## config.mk

```make
export PLATFORM = sky130hd
export DESIGN_NAME = angle_word_latch
export DESIGN_NICKNAME = d
export VERILOG_FILES = /design/src/rtl/angle_reg_pkg.sv /design/src/rtl/angle_ctl_resolve.sv /design/src/rtl/angle_bit_resolve.sv /design/src/rtl/angle_byte_lane.sv /design/src/rtl/angle_hold_reg.sv /design/src/rtl/angle_word_latch.sv
export SDC_FILE = /design/constraint.sdc
export NUM_CORES = 1
export LEC_CHECK = 0
export BUFFER_PORTS_ARGS = -buffer_cell sky130_fd_sc_hd__clkbuf_2
export CAP_MARGIN = 20
export CORE_MARGIN = 4
export CORE_UTILIZATION = 49
export CTS_CLUSTER_DIAMETER = 40
export DETAILED_ROUTE_END_ITERATION = 7
export HOLD_SLACK_MARGIN = 0.12
export PLACE_DENSITY = 0.83
export SLEW_MARGIN = 40
export SYNTH_ARGS = -nofsm -noshare
export SYNTH_HDL_FRONTEND = slang
export SYNTH_SLANG_ARGS = --single-unit
```

## constraint.sdc

```tcl
create_clock -name clk -period 1.6 [get_ports clk]
set_input_delay 0.32 -clock clk [delete_from_list [all_inputs] [get_ports clk]]
set_output_delay 0.32 -clock clk [all_outputs]
set_load 0.03 [all_outputs]
```

## src/rtl/angle_reg_pkg.sv

```systemverilog
// Package: shared widths and the resolved control bundle for the angle register.
// Assumes the angle word is split into exactly two equal lanes.
package angle_reg_pkg;

    localparam int unsigned ANGLE_W_DEF = 16;
    localparam int unsigned LANES       = 2;

    // Effective (default-resolved) control levels
    typedef struct packed {
        logic hi;
        logic lo;
        logic load;
    } ctl_t;

endpackage

```

## src/rtl/angle_ctl_resolve.sv

```systemverilog
// Module: resolves each level control against its drive-valid qualifier.
// An undriven control reads as 1. Purely combinational.
module angle_ctl_resolve
    import angle_reg_pkg::*;
(
    input  logic hi_en,
    input  logic hi_en_drv,
    input  logic lo_en,
    input  logic lo_en_drv,
    input  logic load,
    input  logic load_drv,
    output ctl_t ctl
);

    // Undriven control pulls high; driven control passes its level
    always_comb begin
        ctl.hi   = hi_en | ~hi_en_drv;
        ctl.lo   = lo_en | ~lo_en_drv;
        ctl.load = load  | ~load_drv;
    end

endmodule

```

## src/rtl/angle_bit_resolve.sv

```systemverilog
// Module: resolves data bits against per-bit drive-valid; undriven bits read 0.
// Assumes data and drive-valid vectors share the same bit order.
module angle_bit_resolve #(
    parameter int unsigned W = 16
) (
    input  logic [W-1:0] data,
    input  logic [W-1:0] drv,
    output logic [W-1:0] res
);

    // One gate per bit, built by generate so W can change
    for (genvar b = 0; b < W; b++) begin : g_bit
        always_comb res[b] = drv[b] ? data[b] : 1'b0;
    end

endmodule

```

## src/rtl/angle_byte_lane.sv

```systemverilog
// Module: one level-enabled lane register.
// Stores d on each clock edge while en is high and keeps its value otherwise.
// eff is the transparent view: d while en is high, the stored value otherwise.
// Synchronous active-low reset.
module angle_byte_lane #(
    parameter int unsigned W = 8
) (
    input  logic         clk,
    input  logic         rst_n,
    input  logic         en,
    input  logic [W-1:0] d,
    output logic [W-1:0] q,
    output logic [W-1:0] eff
);

    // Lane storage: load while enabled, hold otherwise
    always_ff @(posedge clk) begin
        if (!rst_n)  q <= '0;
        else if (en) q <= d;
    end

    // Transparent lane view seen by the holding register
    always_comb eff = en ? d : q;

    AST_LANE_HOLD: assert property (@(posedge clk) disable iff (!rst_n)
        !en |=> $stable(q));
    AST_LANE_LOAD: assert property (@(posedge clk) disable iff (!rst_n)
        en |=> q == $past(d));

endmodule

```

## src/rtl/angle_hold_reg.sv

```systemverilog
// Module: holding register for the assembled angle.
// Loads d on each edge while load is high and is frozen otherwise.
// Synchronous active-low reset to zero.
module angle_hold_reg #(
    parameter int unsigned W = 16
) (
    input  logic         clk,
    input  logic         rst_n,
    input  logic         load,
    input  logic [W-1:0] d,
    output logic [W-1:0] q
);

    // Holding storage: take the lanes while load is high
    always_ff @(posedge clk) begin
        if (!rst_n)    q <= '0;
        else if (load) q <= d;
    end

    AST_HOLD_FREEZE: assert property (@(posedge clk) disable iff (!rst_n)
        !load |=> $stable(q));
    AST_HOLD_TAKE: assert property (@(posedge clk) disable iff (!rst_n)
        load |=> q == $past(d));
    AST_HOLD_RESET: assert property (@(posedge clk)
        !rst_n |=> q == '0);

endmodule

```

## src/rtl/angle_word_latch.sv

```systemverilog
// Module: top of the double-buffered angle register.
// Two byte lanes with level enables feed a holding register with a level load.
// Controls default to 1 and data bits default to 0 when their drive-valid is 0.
// Assumes ANGLE_W is even; the upper lane carries the MSB.
module angle_word_latch
    import angle_reg_pkg::*;
#(
    parameter int unsigned ANGLE_W = ANGLE_W_DEF
) (
    input  logic                   clk,
    input  logic                   rst_n,
    input  logic [ANGLE_W/2-1:0]   bus_hi,
    input  logic [ANGLE_W/2-1:0]   bus_lo,
    input  logic [ANGLE_W-1:0]     data_drv,
    input  logic                   hi_en,
    input  logic                   hi_en_drv,
    input  logic                   lo_en,
    input  logic                   lo_en_drv,
    input  logic                   load,
    input  logic                   load_drv,
    output logic [ANGLE_W-1:0]     angle_q
);

    localparam int unsigned LANE_W = ANGLE_W / LANES;

    ctl_t               ctl;
    logic [ANGLE_W-1:0] word_res;
    logic [LANES-1:0]   lane_en;
    logic [ANGLE_W-1:0] lane_q;
    logic [ANGLE_W-1:0] lane_eff;

    angle_ctl_resolve u_ctl (
        .hi_en     (hi_en),
        .hi_en_drv (hi_en_drv),
        .lo_en     (lo_en),
        .lo_en_drv (lo_en_drv),
        .load      (load),
        .load_drv  (load_drv),
        .ctl       (ctl)
    );

    angle_bit_resolve #(.W(ANGLE_W)) u_bits (
        .data (({bus_hi, bus_lo})),
        .drv  (data_drv),
        .res  (word_res)
    );

    // Lane index 1 is upper, 0 is lower
    always_comb lane_en = {ctl.hi, ctl.lo};

    for (genvar l = 0; l < LANES; l++) begin : g_lane
        angle_byte_lane #(.W(LANE_W)) u_lane (
            .clk   (clk),
            .rst_n (rst_n),
            .en    (lane_en[l]),
            .d     (word_res[l*LANE_W +: LANE_W]),
            .q     (lane_q[l*LANE_W +: LANE_W]),
            .eff   (lane_eff[l*LANE_W +: LANE_W])
        );
    end

    angle_hold_reg #(.W(ANGLE_W)) u_hold (
        .clk   (clk),
        .rst_n (rst_n),
        .load  (ctl.load),
        .d     (lane_eff),
        .q     (angle_q)
    );

    AST_DEFAULT_FLOW: assert property (@(posedge clk) disable iff (!rst_n)
        (!hi_en_drv && !lo_en_drv && !load_drv && (&data_drv))
        |=> angle_q == $past({bus_hi, bus_lo}));
    AST_ZERO_FILL: assert property (@(posedge clk) disable iff (!rst_n)
        (ctl.hi && ctl.lo && ctl.load && !data_drv[0]) |=> !angle_q[0]);
    AST_ALL_HIGH: assert property (@(posedge clk) disable iff (!rst_n)
        (hi_en && hi_en_drv && lo_en && lo_en_drv && load && load_drv && (&data_drv))
        |=> angle_q == $past({bus_hi, bus_lo}));
    AST_LANE_ORDER: assert property (@(posedge clk) disable iff (!rst_n)
        (ctl.load && !ctl.hi && !ctl.lo)
        |=> angle_q == $past(lane_q));

endmodule

```

==> summary.md <==
| Metric | Value |
|---|---|
| Required time worst endpoint | `1.28 ns` |
| First-pass iteration count of the detailed router | `4` |
| Post_cts resized | `0` |
| Num rows | `17` |
| Pin count of the biggest net entering global routing | `33` |
| Largest family of logic cells by synthesized area | `simple AND/OR/NAND/NOR gates` |
| Mapped cell area | `between 1000 and 1500 um2` |
| CTS Buffer Depth | `2` |
| Reg2reg start | `g_lane[1].u_lane.q[3]` |
| Status | `finished clean` |
| Grt total ovfl | `0` |
| Die Ht | `just under 60 um` |
| Diodes inserted | `0` |
| Min Clock Period, post-route | `between 1 and 1.5 ns` |
| # IOs | `56` |
| FILL cells | `~190` |
| Synth Area in XOR/XNOR | `0%` |
| Hold path start | `bus_lo[6]` |
| Final setup viols | `0` |
| Setup TNS Final | `0 ns` |
| Routed WL per cell | `between 10 and 15 um` |
| Initial core utilization | `between 50% and 60%` |
| Drt drc | `0` |
| Crit-path slowest cell | `dfxtp_1` |
| Skew final | `around 0.010 ns` |
| Worst setup path startpoint | `u_hold.q[9]` |
| DR WL met2 | `about 1500 um` |
| Synth Area in Compound Gates | `approximately a fifth` |
| Max-slew violations | `0` |
| Worst Max-Slew Pin Slew | `between 0.5 and 0.6 ns` |
| Core ar. | `2300 um2` |
| Yosys warns | `0` |
| CTS root buffer | `clkbuf_4` |
| Slowest stage delay, CP | `between 0.3 and 0.4 ns` |
| Max IR drop VDD | `a little under 0.8 mV` |
| Largest delay share family, worst path | `flip-flops` |
| Htree depth | `2` |
| Share of layout cells above drive strength 1 | `approximately 45%` |
| Cell Pwr Density | `around 1100 nW/um2` |
| # hold bufs at CTS | `0` |
| Sequential cell area | `between 600 and 700 um2` |
| Nets@finish | `217` |
| Final cell count without fillers | `between 200 and 250` |
| Post-Syn Instances | `roughly 120` |
| Crit start category | `flop` |
| Hold Slack | `between 0.2 and 0.3 ns` |
| Global-route wire length before repair | `4660 um` |
| Synth Register Bits | `32` |
| Worst-skew pair later-pin latency | `between 0.3 and 0.4 ns` |
| Cts bufs inserted | `5` |
| Yosys cell types | `12` |
| Rel. slew slack | `between 60% and 70%` |
| Sequential element share of the synthesized area | `between 50% and 60%` |
| Mapped Nets | `between 150 and 200` |
| Unrepaired setup endpoints after global routing | `no` |
| Met3 wire len | `~200 um` |
| Avg Inst Size Synth | `9.99 um2` |
| Multi-input gate area | `roughly 540 um2` |
| Antenna Nets Post-Route | `0` |
| Worst-path cell chain | `clkbuf_2` |
| Max Clock Freq | `between 0.8 and 0.9 GHz` |
| Detailed placer's ending HPWL | `2140 um` |
| Power Total | `between 1.5 and 2 mW` |
| Critical Path AT | `roughly 0.90 ns` |
| DR top layer | `met4` |
| Crit end category | `primary output` |
| Crit path kind | `reg -> out` |
| Post CTS Setup Buffer Count | `0` |
| All-Layer GR Usage | `17.9%` |
| Routability cong. | `roughly 0.77` |
| Buf/Inv on CP | `1` |
| Initial antenna violation count | `0` |
| Worst min-delay path class | `in -> reg` |
| Initial DRC count | `54` |
| LEAKAGE | `~0.74 nW` |
| DR vias | `~1100` |
| Clk sinks | `32` |
| Crit-path max FO | `2` |
| Final Hold Vio Count | `0` |
| Vias in the first global route | `1140` |
| WL met1 | `approximately 1200 um` |
| TritonCTS clock tree | `built` |
| Die area | `3370 um2` |
| Multiplexer area fraction after synthesis | `0%` |
| Synth Area in Simple Gates | `a little under a quarter` |
| Clock transition at path regs | `around 0.11 ns` |
| Chip width | `58.1 um` |
| Placed instance count | `approximately 200` |
| Area Overhead vs Synth | `28.0%` |
| Routed wire length | `approximately 2900 um` |
| Port bufs | `between 50 and 60` |
| Final Cycle Share | `between 70% and 80%` |
| Adder-cell share of the synthesized area | `0%` |
| Via density per instance | `~5.4` |
| Max capacitance violation total | `0` |
registers in the layout, summed over array words and instances (netlist names):
name and cells:
g_lane.u_lane.q 16, u_hold.q 16
synth_stat cells:
cell / count / area share, %
and3b_2: 16 / 13
nand2b_2: 1 / 0.71
o21ai_0: 15 / 6.1
o21ai_1: 1 / 0.41
nor2b_1: 16 / 8.1
a21oi_1: 16 / 6.5
clkbuf_1: 5 / 1.5
dfxtp_1: 32 / 52
a31oi_1: 16 / 8.1
nand2b_1: 2 / 1.0
buf_6: 2 / 1.8
buf_2: 1 / 0.41
placed cells by master (no fill, tap or decap):
master	Yosys	final
and3b_2	16	16
clkbuf_2	0	55
clkinvlp_4	0	1
a21oi_1	16	16
o21ai_1	1	1
o21ai_0	15	15
a31oi_1	16	16
bufinv_16	0	1
nand2b_2	1	1
clkinv_2	0	1
nand2b_1	2	2
dfxtp_1	32	32
nor2b_1	16	16
clkbuf_4	0	5
per-stage QoR:
| step | worst slack [ns] | cell area (um2) | utilization [%] |
|---|---|---|---|
| CTS | 0.373 | 1570 | 68.5 |
| floorplan | 0.619 | 1230 | - |
| global placement | 0.320 | 1490 | 65.0 |
| finish | 0.381 | 1570 | 68.5 |
| detailed placement | 0.283 | 1490 | 65.0 |
| global route | 0.337 | 1570 | 68.5 |
routing by layer:
layer / vias to the layer above / GRT usage, %
met5: - / 0
met4: 0 / 5.63
met3: 6 / 7.80
met2: 46 / 30.2
met1: 505 / 20.2
li1: 553 / -
path summary, 6_finish.rpt:
kind	to	slack (ns)	depth (start not counted)
setup / recovery	angle_q[9]	0.38	1
hold / removal	g_lane[0].u_lane.q[6]	0.27	3
setup reg to reg	u_hold.q[11]	0.64	3
hold reg to reg	u_hold.q[15]	0.55	2
cells by family (layout without fill, tap and decap cells):
logic type | after synthesis | after routing
flops | 32 | 32
simple gates | 35 | 35
compound gates | 48 | 48
buf+inv | 8 | 63
final cells by class:
type	instances	area share [%]
clock buffers	5	2.39
clock inverters	3	2.70
multi-input cells	83	34.4
flip-flops and latches	32	40.7
well taps	28	2.23
repair buffers	55	17.5
report_power, final:
part           switching (mW)  total [mW]  internal, mW
clock network           0.273       0.599         0.326
logic                   0.143       0.235        0.0925
registers              0.0161       0.856         0.840
Note: power is estimated with default switching activity, not from simulation.
